**config.mk**
```make
export PLATFORM = sky130hd
export DESIGN_NAME = xtr_frame_decoder
export DESIGN_NICKNAME = d
export VERILOG_FILES = /design/src/rtl/xtr_pkg.sv /design/src/rtl/xtr_code_classify.sv /design/src/rtl/xtr_hdr_capture.sv /design/src/rtl/xtr_frame_ctrl.sv /design/src/rtl/xtr_frame_decoder.sv
export SDC_FILE = /design/constraint.sdc
export NUM_CORES = 1
export LEC_CHECK = 0
export BUFFER_PORTS_ARGS = -buffer_cell sky130_fd_sc_hd__clkbuf_2
export CAP_MARGIN = 10
export CORE_MARGIN = 2
export CORE_UTILIZATION = 40
export DETAILED_ROUTE_END_ITERATION = 8
export GPL_ROUTABILITY_DRIVEN = 0
export GPL_TIMING_DRIVEN = 0
export PLACE_DENSITY_LB_ADDON = 0.1
export SYNTH_ARGS = -nofsm -noshare
export SYNTH_HDL_FRONTEND = slang
export SYNTH_SLANG_ARGS = --single-unit
```
**constraint.sdc**
```tcl
create_clock -name clk -period 2.5 [get_ports clk]
set_clock_uncertainty 0.15 [all_clocks]
set_input_delay 0.125 -clock clk [delete_from_list [all_inputs] [get_ports clk]]
set_output_delay 0.125 -clock clk [all_outputs]
set_load 0.05 [all_outputs]
```
**src/rtl/xtr_pkg.sv**
```systemverilog
package xtr_pkg;
  localparam int WORD_W = 32;
  // Upper 29 bits shared by all eight control codes
  localparam logic [WORD_W-4:0] CODE_HI = 29'h1000_0000;

  typedef enum logic [2:0] {
    K_DATA  = 3'd0,
    K_EOF   = 3'd1,
    K_PRUNE = 3'd2,
    K_ABORT = 3'd3,
    K_ESC   = 3'd4,
    K_IDLE  = 3'd5
  } kind_e;

  typedef enum logic [2:0] {
    ST_HDR   = 3'd0,
    ST_BODY  = 3'd1,
    ST_ESC   = 3'd2,
    ST_PRUNE = 3'd3,
    ST_FLUSH = 3'd4
  } state_e;
endpackage

```
**src/rtl/xtr_code_classify.sv**
```systemverilog
module xtr_code_classify
  import xtr_pkg::*;
(
  input  logic [WORD_W-1:0] word,
  input  logic              swap_en,
  output kind_e             kind,
  output logic [1:0]        eof_lo
);
  localparam int NBYTES = WORD_W / 8;

  logic [WORD_W-1:0] swapped;
  logic [WORD_W-1:0] cmp;

  for (genvar b = 0; b < NBYTES; b++) begin : g_swap
    assign swapped[8*b +: 8] = word[WORD_W-8-8*b +: 8];
  end

  assign cmp    = swap_en ? swapped : word;
  assign eof_lo = cmp[1:0];

  always_comb begin
    kind = K_DATA;
    if (cmp[WORD_W-1:3] == CODE_HI) begin
      case (cmp[2:0])
        3'd4:    kind = K_PRUNE;
        3'd5:    kind = K_ABORT;
        3'd6:    kind = K_ESC;
        3'd7:    kind = K_IDLE;
        default: kind = K_EOF;
      endcase
    end
  end
endmodule

```
**src/rtl/xtr_hdr_capture.sv**
```systemverilog
module xtr_hdr_capture
  import xtr_pkg::*;
#(
  parameter int HDR_WORDS = 9,
  parameter int PORT_W    = 7,
  parameter int NUM_PORTS = 65
) (
  input  logic              clk,
  input  logic              rst_n,
  input  logic              take,
  input  logic [WORD_W-1:0] word,
  output logic              hdr_last,
  output logic [PORT_W-1:0] port,
  output logic              port_bad
);
  localparam int HC_W      = $clog2(HDR_WORDS + 1);
  localparam int PORT_WORD = 7;
  localparam int PORT_LSB  = 14;
  localparam logic [HC_W-1:0]   LAST_IDX  = HC_W'(HDR_WORDS - 1);
  localparam logic [HC_W-1:0]   PORT_IDX  = HC_W'(PORT_WORD);
  localparam logic [PORT_W:0]   PORT_LIM  = (PORT_W + 1)'(NUM_PORTS);

  logic [HC_W-1:0]   cnt_q, cnt_d;
  logic [PORT_W-1:0] port_q, port_d;

  assign hdr_last = (cnt_q == LAST_IDX);

  always_comb begin
    cnt_d  = cnt_q;
    port_d = port_q;
    if (take) begin
      cnt_d = hdr_last ? '0 : cnt_q + 1'b1;
      if (cnt_q == PORT_IDX) port_d = word[PORT_LSB +: PORT_W];
    end
  end

  always_ff @(posedge clk or negedge rst_n) begin
    if (!rst_n) begin
      cnt_q  <= '0;
      port_q <= '0;
    end else begin
      cnt_q  <= cnt_d;
      port_q <= port_d;
    end
  end

  assign port     = port_q;
  assign port_bad = ({1'b0, port_q} >= PORT_LIM);
endmodule

```
**src/rtl/xtr_frame_ctrl.sv**
```systemverilog
module xtr_frame_ctrl
  import xtr_pkg::*;
#(
  parameter int CNT_W = 16
) (
  input  logic              clk,
  input  logic              rst_n,
  input  logic              in_valid,
  input  logic [WORD_W-1:0] in_data,
  input  kind_e             kind,
  input  logic [1:0]        eof_lo,
  input  logic              hdr_last,
  input  logic              port_bad,
  output logic              in_ready,
  output logic              hdr_take,
  output logic              out_valid,
  output logic [WORD_W-1:0] out_data,
  output logic              out_last,
  output logic              out_good,
  output logic              out_abort,
  output logic              out_pruned,
  output logic [CNT_W-1:0]  out_bytes
);
  localparam logic [CNT_W-1:0] WORD_BYTES = CNT_W'(4);
  localparam logic [CNT_W-1:0] FCS_BYTES  = CNT_W'(4);

  state_e            st_q, st_d;
  logic [WORD_W-1:0] hold_q, hold_d;
  logic              hv_q, hv_d;
  logic [CNT_W-1:0]  cnt_q, cnt_d;

  logic              ov_d, ol_d, og_d, oa_d, op_d;
  logic [WORD_W-1:0] od_d;
  logic [CNT_W-1:0]  ob_d;

  logic              accept;
  logic              do_push;
  logic              do_end;
  logic [CNT_W-1:0]  trim;

  assign in_ready = (st_q != ST_FLUSH);
  assign accept   = in_valid && in_ready;
  assign trim     = CNT_W'(eof_lo) + FCS_BYTES;

  always_comb begin
    st_d     = st_q;
    hdr_take = 1'b0;
    do_push  = 1'b0;
    do_end   = 1'b0;
    og_d     = 1'b0;
    oa_d     = 1'b0;
    op_d     = 1'b0;
    ob_d     = '0;
    case (st_q)
      ST_HDR: begin
        hdr_take = accept;
        if (accept && hdr_last) st_d = ST_BODY;
      end
      ST_BODY: begin
        if (accept) begin
          case (kind)
            K_DATA:  do_push = 1'b1;
            K_ESC:   st_d = ST_ESC;
            K_PRUNE: st_d = ST_PRUNE;
            K_ABORT: begin
              do_end = 1'b1;
              oa_d   = 1'b1;
              ob_d   = cnt_q;
            end
            K_EOF: begin
              do_end = 1'b1;
              og_d   = !port_bad;
              ob_d   = (cnt_q >= trim) ? cnt_q - trim : '0;
            end
            default: ;
          endcase
        end
      end
      ST_ESC: begin
        if (accept) begin
          do_push = 1'b1;
          st_d    = ST_BODY;
        end
      end
      ST_PRUNE: begin
        if (accept) begin
          do_push = 1'b1;
          st_d    = ST_FLUSH;
        end
      end
      ST_FLUSH: begin
        do_end = 1'b1;
        op_d   = 1'b1;
        ob_d   = cnt_q;
      end
      default: st_d = ST_HDR;
    endcase
  end

  // Output word path: a payload word is held until the next word shows
  // whether it was the last one.
  always_comb begin
    hold_d = hold_q;
    hv_d   = hv_q;
    cnt_d  = cnt_q;
    ov_d   = 1'b0;
    ol_d   = 1'b0;
    od_d   = '0;
    if (do_push) begin
      ov_d   = hv_q;
      od_d   = hv_q ? hold_q : '0;
      hold_d = in_data;
      hv_d   = 1'b1;
      cnt_d  = cnt_q + WORD_BYTES;
    end else if (do_end) begin
      ov_d   = 1'b1;
      ol_d   = 1'b1;
      od_d   = hv_q ? hold_q : '0;
      hv_d   = 1'b0;
      cnt_d  = '0;
    end
  end

  always_ff @(posedge clk or negedge rst_n) begin
    if (!rst_n) begin
      st_q   <= ST_HDR;
      hold_q <= '0;
      hv_q   <= 1'b0;
      cnt_q  <= '0;
    end else begin
      st_q   <= (do_end) ? ST_HDR : st_d;
      hold_q <= hold_d;
      hv_q   <= hv_d;
      cnt_q  <= cnt_d;
    end
  end

  always_ff @(posedge clk or negedge rst_n) begin
    if (!rst_n) begin
      out_valid  <= 1'b0;
      out_data   <= '0;
      out_last   <= 1'b0;
      out_good   <= 1'b0;
      out_abort  <= 1'b0;
      out_pruned <= 1'b0;
      out_bytes  <= '0;
    end else begin
      out_valid  <= ov_d;
      out_data   <= od_d;
      out_last   <= ol_d;
      out_good   <= og_d;
      out_abort  <= oa_d;
      out_pruned <= op_d;
      out_bytes  <= ob_d;
    end
  end
endmodule

```
**src/rtl/xtr_frame_decoder.sv**
```systemverilog
module xtr_frame_decoder
  import xtr_pkg::*;
#(
  parameter int HDR_WORDS = 9,
  parameter int PORT_W    = 7,
  parameter int NUM_PORTS = 65,
  parameter int CNT_W     = 16
) (
  input  logic              clk,
  input  logic              rst_n,
  input  logic              byte_swap_en,
  input  logic              in_valid,
  input  logic [31:0]       in_data,
  output logic              in_ready,
  output logic              out_valid,
  output logic [31:0]       out_data,
  output logic              out_last,
  output logic              out_good,
  output logic              out_abort,
  output logic              out_pruned,
  output logic [CNT_W-1:0]  out_bytes,
  output logic [PORT_W-1:0] out_port,
  output logic              out_port_bad
);
  kind_e             kind;
  logic [1:0]        eof_lo;
  logic              hdr_take;
  logic              hdr_last;
  logic [PORT_W-1:0] port;
  logic              port_bad;

  xtr_code_classify i_classify (
    .word    (in_data),
    .swap_en (byte_swap_en),
    .kind    (kind),
    .eof_lo  (eof_lo)
  );

  xtr_hdr_capture #(
    .HDR_WORDS (HDR_WORDS),
    .PORT_W    (PORT_W),
    .NUM_PORTS (NUM_PORTS)
  ) i_hdr (
    .clk      (clk),
    .rst_n    (rst_n),
    .take     (hdr_take),
    .word     (in_data),
    .hdr_last (hdr_last),
    .port     (port),
    .port_bad (port_bad)
  );

  xtr_frame_ctrl #(
    .CNT_W (CNT_W)
  ) i_ctrl (
    .clk        (clk),
    .rst_n      (rst_n),
    .in_valid   (in_valid),
    .in_data    (in_data),
    .kind       (kind),
    .eof_lo     (eof_lo),
    .hdr_last   (hdr_last),
    .port_bad   (port_bad),
    .in_ready   (in_ready),
    .hdr_take   (hdr_take),
    .out_valid  (out_valid),
    .out_data   (out_data),
    .out_last   (out_last),
    .out_good   (out_good),
    .out_abort  (out_abort),
    .out_pruned (out_pruned),
    .out_bytes  (out_bytes)
  );

  assign out_port     = out_last ? port : '0;
  assign out_port_bad = out_last && port_bad;
endmodule

```
# Word-level counts from Yosys, hierarchy flattened
# Cells that the tools add are included.
word_totals:
  mem_bits_rw: 0
  mem_bits_ro: 0
  latch_bits: 0
  reg_bits: 116
  output_inout_bits: 62
  word_cells: 93
  n_memories: 0
classes:
  mul: 0
  eq_ne: 22
  reduce_logical: 11
  addsub: 4
  muxes: 41
  div: 0
  n_lt_le_gt_ge: 2
  bitwise_logic: 0
  shift: 0
ops:
  columns: ["cell", "count"]
  rows:
  - ["$mux W32", 4]
  - ["$mux W16", 4]
  - ["$pmux W16 S2", 2]
  - ["$eq A29 B29 Y1 const B", 1]
  - ["$eq A3 B3 Y1 const B", 6]
  - ["$mux W1", 18]
  - ["$mux W3", 6]
  - ["$add A16 B3 Y16 const B", 1]
  - ["$ge A16 B16 Y1", 1]
  - ["$sub A16 B16 Y16", 1]
  - ["$pmux W3 S5", 1]
  - ["$eq A3 B2 Y1 const B", 4]
  - ["$pmux W3 S4", 1]
  - ["$ne A3 B2 Y1 const B", 3]
  - ["$ge A7 B7 Y1 const B", 1]
  - ["$mux W7", 1]
  - ["$eq A3 B1 Y1 const B", 2]
  - ["$logic_not A3 Y1", 2]
  - ["$pmux W3 S2", 1]
  - ["$reduce_and A6 Y1", 1]
  - ["$add A2 B3 Y4 const B", 1]
  - ["$add A4 B1 Y4 const B", 1]
  - ["$eq A4 B3 Y1 const B", 1]
  - ["$eq A4 B4 Y1 const B", 1]
  - ["other kinds (11)", 15]

# Depth between registers and ports, before layout
# Gate-level depths: netlist of run 1.
logic_depth:
  depth_word: 11
  mapped_depth: 11
  ltp_nobuf: 9

# By module
# Synthesis of run 1 repeated with hierarchy kept, for this count alone.
unflattened:
  cells_unflattened: 499
  hier_area_um2: 5033.6
modules_own_cells:
  columns: ["mod", "area_per_inst_um2", "n_inst", "seq_area_each_um2", "cells_each"]
  rows:
  - ["xtr_frame_ctrl", 4281.6, 1, 2577.5, 423]
  - ["xtr_hdr_capture", 508.0, 1, 275.3, 42]
  - ["xtr_code_classify", 193.9, 1, 0.0, 26]
  - ["xtr_frame_decoder", 50.0, 1, 0.0, 8]

# Least setup slack after synthesis of run 1
# Ideal clock, no wire load.
synth_path:
  kind: "input to register"
  startpoint: "input port byte_swap_en"
  endpoint: "register i_ctrl.cnt_q[13]"
  setup_slack_ns: 0.006
  cell_stages: 11
  t_arrival_ns: 2.209
  setup_ns: 0.135
  path_buffers: 3
  cell_sequence: "buf_2 mux2i_1 inv_1 ha_1 nor3_1 and2_1 o31a_1 clkbuf_1 buf_2 nand4_1 mux2i_1"
synth_via:
  elab_chain_len: 10
synth_lines:
  columns: ["element", "line_no", "rtl"]
  rows:
  - ["start, declared", "xtr_frame_decoder.sv:11", "input logic byte_swap_en,"]
  - ["$mux W32 (*)", "xtr_code_classify.sv:18", "assign cmp = swap_en ? swapped : word;"]
  - ["$eq A3 B3 Y1", "xtr_code_classify.sv:24", "case (cmp[2:0])"]
  - ["$pmux W3 S4", "xtr_code_classify.sv:24", null]
  - ["$mux W3 (*)", "xtr_code_classify.sv:23", "if (cmp[WORD_W-1:3] == CODE_HI) begin"]
  - ["$eq A3 B2 Y1 or $eq A3 B1 Y1 (tied branches)", "xtr_frame_ctrl.sv:61", "case (kind)"]
  - ["$reduce_or A2 Y1 (no line)", null, null]
  - ["$mux W1", "xtr_frame_ctrl.sv:61", null]
  - ["$mux W1", "xtr_frame_ctrl.sv:60", "if (accept) begin"]
  - ["$pmux W1 S2", "xtr_frame_ctrl.sv:54", "case (st_q)"]
  - ["$reduce_bool A2 Y1 (no line)", null, null]
  - ["end signal, assigned", "xtr_frame_ctrl.sv:134", "cnt_q <= cnt_d;"]
  - ["end, declared", "xtr_frame_ctrl.sv:30", "logic [CNT_W-1:0] cnt_q, cnt_d;"]
# Every way passes the cells marked *; elsewhere a longest branch is shown, timed or not.
# A chain may end at the register's enable or synchronous reset.

# Worst setup path in the final report of run 1
layout_path:
  startpoint: "register i_ctrl.cnt_q[10]"
  endpoint: "register i_ctrl.out_bytes[6]"
layout_via:
  elab_chain_len: 5
layout_lines:
  columns: ["element", "line_no", "rtl"]
  rows:
  - ["$ge A16 B16 Y1", "xtr_frame_ctrl.sv:73", "ob_d = (cnt_q >= trim) ? cnt_q - trim : '0;"]
  - ["$mux W16", "xtr_frame_ctrl.sv:73", null]
  - ["$pmux W16 S2", "xtr_frame_ctrl.sv:61", null]
  - ["$mux W16", "xtr_frame_ctrl.sv:60", null]
  - ["$pmux W16 S2", "xtr_frame_ctrl.sv:54", null]
  - ["named net i_ctrl.ob_d[6]", "xtr_frame_ctrl.sv:34", "logic [CNT_W-1:0] ob_d;"]
  - ["end signal, assigned", "xtr_frame_ctrl.sv:146", "out_bytes <= '0;"]
  - ["end signal, assigned", "xtr_frame_ctrl.sv:154", "out_bytes <= ob_d;"]
  - ["end, declared", "xtr_frame_ctrl.sv:22", "output logic [CNT_W-1:0] out_bytes"]
# The timed path passes the listed nets, and every way through them passes these cells.

==> summary.txt, run 1 <==
Floorplan
  • Die width: between 100 and 150 um
  • Initial core utilization: between 40% and 50%
  • Die Y: ~120 um
  • I/O pins: 98
  • Die area: 13,800 um2
  • Row count: around 40
  • Core area: between 10,000 and 15,000 um2

Clock tree
  • CTS Root Cell: clkbuf_16
  • CTS tree: yes
  • Worst skew pair latency: 0.41 ns
  • Clk slew on worst S/H paths: 0.05 ns
  • Clk sinks: around 110
  • H-tree depth: 4
  • CTS Buffer Depth: 2
  • Number of CTS-inserted buffers: 17

Timing
  • Worst slew margin: 40.6%
  • Final worst-path cycle share: a little over nine tenths
  • Max Slew Vio Count: 0
  • Final min period: around 2.4 ns
  • Worst-margin pin slew: 0.890 ns
  • Final setup fails: 0
  • Max Clk Rate: 418 MHz
  • Final Hold Vio Count: 0
  • Worst Hold Slack: between 0.1 and 0.15 ns

Route
  • ANT nets after route: 0
  • Routed WL per cell: 15.0 um
  • Avg Vias per Cell: 4.90
  • DRC Markers: 0
  • Vias: 4,227
  • First-pass DRT Iterations: 4
  • Initial DRC Count: ~170
  • Detailed Route WL: 13,000 um

Global routing
  • Largest net degree at the start of global routing: 115
  • GRT Util Overall: 19.3%
  • GR Overflow Total: 0
  • Initial antenna violation count: 0
  • Global-route wire length before repair: around 21,000 um
  • Vias in the first global route: 4,138

Worst setup path
  • Worst Path Required: 2.62 ns
  • Critical path arrival: around 2.5 ns
  • Crit path max-delay family: simple AND/OR/NAND/NOR gates
  • Critical Path End Type: flip-flop
  • CP Launch Type: flip-flop
  • Critical path class: flip-flop to flip-flop
  • Worst path buffer plus inverter count: 2
  • CP Depth: 8
  • Critical Path Max Stage Delay: roughly 0.63 ns
  • Crit-path cells: clkbuf_1, or4_1, nor4_4, nand4_1, buf_4, o2111ai_4, o21ba_2, o22ai_1
  • CP Max Fanout: 9
  • Worst reg-to-reg path cell count: 8
  • CP max-delay cell: or4_1

Final layout
  • Nets: 723
  • Layout cell share with drive strength beyond 1: 24.8%
  • Post-route cell area: 6930 um2
  • Synthesis-to-layout area growth: 34.3%
  • Filler cell count: 1,143
  • N_diodes: 0

Power
  • Max VDD drop: around 0.5 mV
  • Leakage power: 0.00356 uW
  • Cell Int Power: 3950 uW
  • Seq pwr share: between 30% and 40%
  • Cell Pwr Density: 804 nW/um2
  • Combinational share of power: ~20%
  • Clock power share: 41.6%
  • Sw Pwr: 1630 uW
  • Sw Share: 29.2%

Yosys
  • YS warnings: 0
  • EDFF count, synth: 0
  • Synth cell count leaders: nand2_1 (143), dfrtp_1 (114), and2_1 (44), nor2_1 (19), clkbuf_1 (17)
  • Most frequent cell after synthesis: nand2_1
  • Mapped Cells: 525
  • Synth top area share: 55.3%
  • Synthesized area: 5160 um2
  • Synth Flop Type: dfrtp_1
  • Sequential share of the synthesized area: 55.3%
  • Yosys reg bits: 114
  • Post-synth net total: between 500 and 600
  • Netlist cell types: 53
  • Main area contributors after synthesis: dfrtp_1 (55%), nand2_1 (10%), and2_1 (5.3%)
  • Yosys top cell by area: dfrtp_1
  • Post-Syn Area per Cell: between 9 and 10 um2
  • FFs w/ async S/R, synth: 100%

Run status
  • Outcome: finished clean

Placed design
  • DP HPWL: 8820 um
  • DP Area: a little under 6000 um2
  • Port-buffer cells: 96

Run
  • Max-cap violations: 0

Min path
  • Hold Path Class: input pin to flip-flop
  • Cells on Worst Hold Path: 4
==> area by class of cell <==
class                   count  area, um2  area share, %
plain buffers              26        131           1.90
clock inverters            10        110           1.59
flip-flops and latches    114       2850           41.2
inverters                  14       52.6          0.758
repair buffers            136        877           12.7
well taps                 172        215           3.10
clock buffers              21        460           6.64
multi-input cells         369       2230           32.2
==> worst min-delay path: stages <==
cell and delay (ns):
clkbuf_2 0.13, mux2i_2 0.14, nand3_1 0.11, o21ai_0 0.11
==> power groups by stage <==
stage / sequential [uW] / clock [uW] / combinational (uW)
floorplan: 2280 / 0 / 608
global placement: 2170 / 0 / 1000
detailed placement: 2180 / 0 / 1020
CTS: 2150 / 2360 / 1090
global route: 2200 / 2450 / 1210
finish: 2170 / 2320 / 1090
==> repair_timing <==
item                                   CTS  global route
setup buffers                            1             4
endpoints found under the hold margin  156             0
setup endpoints to repair               54            97
pin swaps                                1             3
gates resized for setup                 12            15
hold buffers                            35             0
==> registers in the layout, summed over array words and instances (netlist names) <==
register / count
i_ctrl.out_data: 32
i_ctrl.out_abort: 1
i_ctrl.out_bytes: 16
i_ctrl.st_q: 3
i_ctrl.cnt_q: 14
i_ctrl.out_last: 1
i_ctrl.out_pruned: 1
i_ctrl.hold_q: 32
i_ctrl.hv_q: 1
i_ctrl.out_good: 1
i_hdr.port: 7
i_hdr.cnt_q: 4
i_ctrl.out_valid: 1
==> layout by cell type, fill, tap and decap left out, types with 4 or more instances in the layout <==
cell and n:
mux2i_1 11, nand4_1 8, or3_1 4, o21ai_0 12
a21o_1 4, ha_1 9, nand3_1 15, nand2_1 143
mux2_2 9, buf_4 9, dlygate4sd3_1 35, buf_2 4
nor2_1 19, nor4_1 9, clkinv_2 5, clkbuf_2 100
nor2b_1 7, nor3_1 8, a21oi_1 10, dfrtp_1 114
clkbuf_16 17, and3_1 5, inv_1 14, and2_1 44
clkbuf_1 13
==> per-layer routing <==
layer | routed length, um | GRT usage (%) | up-vias
li1 | - | - | 2073
met1 | 5880 | 24.9 | 2030
met2 | 6400 | 32.5 | 104
met3 | 498 | 4.55 | 20
met4 | 186 | 5.87 | 0
met5 | 0 | 0 | -
==> through the flow <==
| step | TNS, ns | power [uW] | instances | setup slack [ns] | utilization, % |
|---|---|---|---|---|---|
| 2_1_floorplan | 0 | 2890 | 525 | 0.00626 | - |
| 3_3_place_gp | -88.25 | 3170 | 793 | -0.618 | 46.4 |
| 3_5_place_dp | -36.81 | 3210 | 793 | -0.663 | 46.5 |
| 4_1_cts | -0.00290 | 5610 | 860 | -0.00290 | 54.4 |
| 5_1_grt | -0.00937 | 5850 | 862 | -0.00721 | 54.9 |
| 6_report | 0 | 5580 | 862 | 0.110 | 54.9 |
==> cell families after synthesis <==
logic type	synth area share, %
AND/OR/NAND/NOR	26.4
flip-flops	55.3
XOR/XNOR	0.509
buffers and inverters	3.49
multiplexers	4.68
adder cells (fa/ha/maj)	2.18
AO/OA/AOI/OAI	7.49
==> final timing paths <==
check / start / end / slack [ns]
min in group asynchronous: rst_n / i_ctrl.out_data[16] / 0.24
hold / removal: in_data[26] / i_ctrl.out_bytes[5] / 0.13
max in group asynchronous: rst_n / i_ctrl.out_bytes[10] / 1.34
setup reg to reg: i_ctrl.cnt_q[10] / i_ctrl.out_bytes[6] / 0.11
hold reg to reg: i_ctrl.hold_q[1] / i_ctrl.hold_q[1] / 0.32
setup / recovery: i_ctrl.cnt_q[10] / i_ctrl.out_bytes[6] / 0.11
Power figures use the tool's default switching activity.
==> run 2, diff against run 1 <==
--- a/config.mk
+++ b/config.mk
@@ -5,11 +5,12 @@
 export SDC_FILE = /design/constraint.sdc
 export NUM_CORES = 1
 export LEC_CHECK = 0
-export BUFFER_PORTS_ARGS = -buffer_cell sky130_fd_sc_hd__clkbuf_2
 export CAP_MARGIN = 10
 export CORE_MARGIN = 2
 export CORE_UTILIZATION = 40
+export CTS_BUF_LIST = sky130_fd_sc_hd__clkbuf_4
 export DETAILED_ROUTE_END_ITERATION = 8
+export DONT_BUFFER_PORTS = 1
 export GPL_ROUTABILITY_DRIVEN = 0
 export GPL_TIMING_DRIVEN = 0
 export PLACE_DENSITY_LB_ADDON = 0.1
==> run 2 against run 1 <==
Effect of this change:
- first-iteration DRC count is 55% higher
- die area unchanged
- largest cell class unchanged
- power fell by 17%
- the run now ends with hold timing left
- sequential cell count did not move
- sequential power up 6%
==> summary.txt, run 2 (synthesis gave the netlist of run 1 again) <==
Global routing
  • GR Overflow Total: 0 (unchanged)
  • Initial antenna violation count: 0 (unchanged)
  • Busiest grt layer: met2
  • Met3 usage: 4.80% (+0.24 points)
  • Global-route wire length before repair: 21,100 um (-0.29%)
  • Largest net degree at the start of global routing: 115 (unchanged)
  • GRT met1 Usage: 25.9% (+1.0 points)
  • GRT Util Overall: 19.5% (+0.16 points)
  • GR Util met2: 31.7% (-0.80 points)
  • Vias in the first global route: 3,886 (-6.1%)

Timing
  • Final min period: 2.49 ns (+0.0980 ns)
  • Worst slew margin: 51.9% (+11 points)
  • Max Clk Rate: 402 MHz (-3.9%)
  • Max Slew Vio Count: 0 (unchanged)
  • Smallest setup slack after layout: 0.0124 ns (-0.0980 ns)
  • Final setup fails: 0 (unchanged)
  • Final worst-path cycle share: 99.5% (+3.9 points)
  • RSZ-0062 raised after global routing: true
  • Worst Hold Slack: -0.853 ns (-0.978 ns)
  • Worst-margin pin slew: 0.717 ns (-0.174 ns)
  • Final Hold Vio Count: 114 (+114)

Final layout
  • Layout cell share with drive strength beyond 1: 12.1% (-13 points)
  • N_diodes: 0 (unchanged)
  • Most common cell after layout, fill and taps aside: nand2_1
  • Synthesis-to-layout area growth: 19.5%
  • Filler cell count: 1,239 (+8.4%)
  • Fin util: 48.9% (-6.0 points)
  • Most frequent cells in the layout: nand2_1 (142), dfrtp_1 (112), and2_1 (43)
  • Finished Layout Cells: 766 (-11%)
  • Biggest regs: i_ctrl.hold_q (32), i_ctrl.out_data (32), i_ctrl.out_bytes (16)
  • Nets: 627 (-13%)

Placed design
  • DP HPWL: 8500 um (-3.6%)
  • Inst Count DP: 697 (-12%)
  • Port-buffer cells: 0 (-100%)
  • Post-Place Worst Slack: -0.691 ns (-0.0285 ns)

Worst setup path
  • Critical path arrival: 2.72 ns (+0.21 ns)
  • Critical path class: input pin to flip-flop
  • Worst Path Required: 2.73 ns (+0.11 ns)
  • CP Launch Type: input pin
  • Critical Path End Type: flip-flop
  • Reg2reg start: i_ctrl.st_q[0]
  • CP Max Fanout: 10 (+1)
  • Worst Setup SP: in_data[6]

Run status
  • Outcome: finished with violations
  • Failing checks: hold timing

Min path
  • Hold Path Class: input pin to asynchronous set/reset pin

Route
  • DRC Markers: 0 (unchanged)
  • Vias: 3,888 (-8.0%)
  • Avg Vias per Cell: 5.08 (+3.5%)
  • First-pass DRT Iterations: 4 (unchanged)
  • Routed WL per cell: 16.8 um (+12%)
  • Initial DRC Count: 266 (+55%)
  • ANT nets after route: 0 (unchanged)
  • Detailed Route WL: 12,900 um (-0.49%)

Power
  • Seq pwr share: 49.7% (+11 points)
  • Sw Pwr: 1440 uW (-11%)
  • Combinational share of power: 18.6% (-0.9 points)
  • Max VDD drop: 0.353 mV (-29%)
  • Cell Int Power: 3180 uW (-19%)
  • Sw Share: 31.2% (+2.0 points)
  • Pwr Total: 4630 uW (-17%)
  • Leakage power: 0.00301 uW (-15%)
  • Cell Pwr Density: 750 nW/um2 (-6.8%)
  • Clock power share: 31.8% (-9.8 points)

Floorplan
  • Row count: 41 (unchanged)
  • I/O pins: 98 (unchanged)
  • Initial core utilization: 40.9% (unchanged)
  • Die area: 13,800 um2 (unchanged)
  • Die Y: 118 um (unchanged)
  • Core area: 12,600 um2 (unchanged)
  • Die width: 118 um (unchanged)

Clock tree
  • H-tree depth: 4 (unchanged)
  • CTS tree: yes
  • Clk slew on worst S/H paths: 0.12 ns (+0.07 ns)
  • CTS Buffer Depth: 2 (unchanged)
  • CTS Root Cell: clkbuf_4
  • Clk sinks: 114 (unchanged)
  • Post-CTS Hold Fix Bufs: 37 (+5.7%)
  • Worst skew pair latency: 0.52 ns (+0.11 ns)
  • Number of CTS-inserted buffers: 17 (unchanged)

Run
  • Max-cap violations: 0 (unchanged)
## run 2: changes by cell type in the layout (fill, tap and decap cells not counted), sizes merged
cell	before	now
bufinv	2	4
clkinv	7	9
clkinvlp	1	0
clkbuf	133	33
buf	15	14
dlygate4sd3	35	37
## run 2: metal layers
metal / wire (um) / vias to the layer above
li1: - / 1881
met1: 5870 / 1902
met2: 6390 / 97
met3: 520 / 8
met4: 118 / 0
met5: 0 / -
## run 2: through the flow
stage          hold WS [ns]  cell area (um2)  TNS [ns]
3_5_place_dp         -0.317             5380    -40.20
5_1_grt              -0.919             6170   -0.0189
3_3_place_gp         -0.318             5380    -33.79
2_1_floorplan        -0.321             5160         0
4_1_cts              -0.903             6100         0
6_report             -0.853             6170         0
## run 2: path summary, 6_finish.rpt
check / to / slack (ns) / cells past startpoint
setup / recovery: i_ctrl.out_bytes[8] / 0.01 / 8
max in group asynchronous: i_ctrl.out_last / 2.90 / 0
setup reg to reg: i_ctrl.out_bytes[8] / 0.16 / 6
hold / removal: i_hdr.cnt_q[2] / -0.85 / 0
hold reg to reg: i_ctrl.hold_q[3] / 0.32 / 2
min in group clk: i_ctrl.out_bytes[8] / 0.04 / 4
## run 2: area by class of cell
type | count | area [um2] | area share [%]
Tap cell | 172 | 215 | 3.49
Clock inverter | 13 | 168 | 2.72
Sequential cell | 114 | 2860 | 46.3
Clock buffer | 18 | 135 | 2.19
Multi-Input combinational cell | 369 | 2220 | 36.0
Inverter | 14 | 52.6 | 0.852
Buffer | 24 | 115 | 1.87
Timing Repair Buffer | 42 | 408 | 6.61
## run 2: critical path: stages
cell and delay, ns:
dlygate4sd3_1 0.56, or4_4 0.46, nor3_4 0.32, o211ai_4 0.20
o31ai_2 0.50, buf_2 0.34, nand2_1 0.08, o31ai_1 0.11
## run 2: repair_timing
item | CTS | global route
buffers inserted | 1 | 4
endpoints found under the setup margin | 85 | 85
pin swaps | 1 | 1
endpoints found under the hold margin | 176 | 114
gates resized for setup | 12 | 9
## run 2: power groups by stage
| stage | clock network, uW | logic [uW] | registers, uW |
|---|---|---|---|
| 6_report | 1470 | 859 | 2300 |
| 5_1_grt | 1590 | 966 | 2330 |
| 4_1_cts | 1510 | 839 | 2290 |
| 3_5_place_dp | 0 | 781 | 2310 |
| 3_3_place_gp | 0 | 759 | 2310 |
| 2_1_floorplan | 0 | 608 | 2280 |
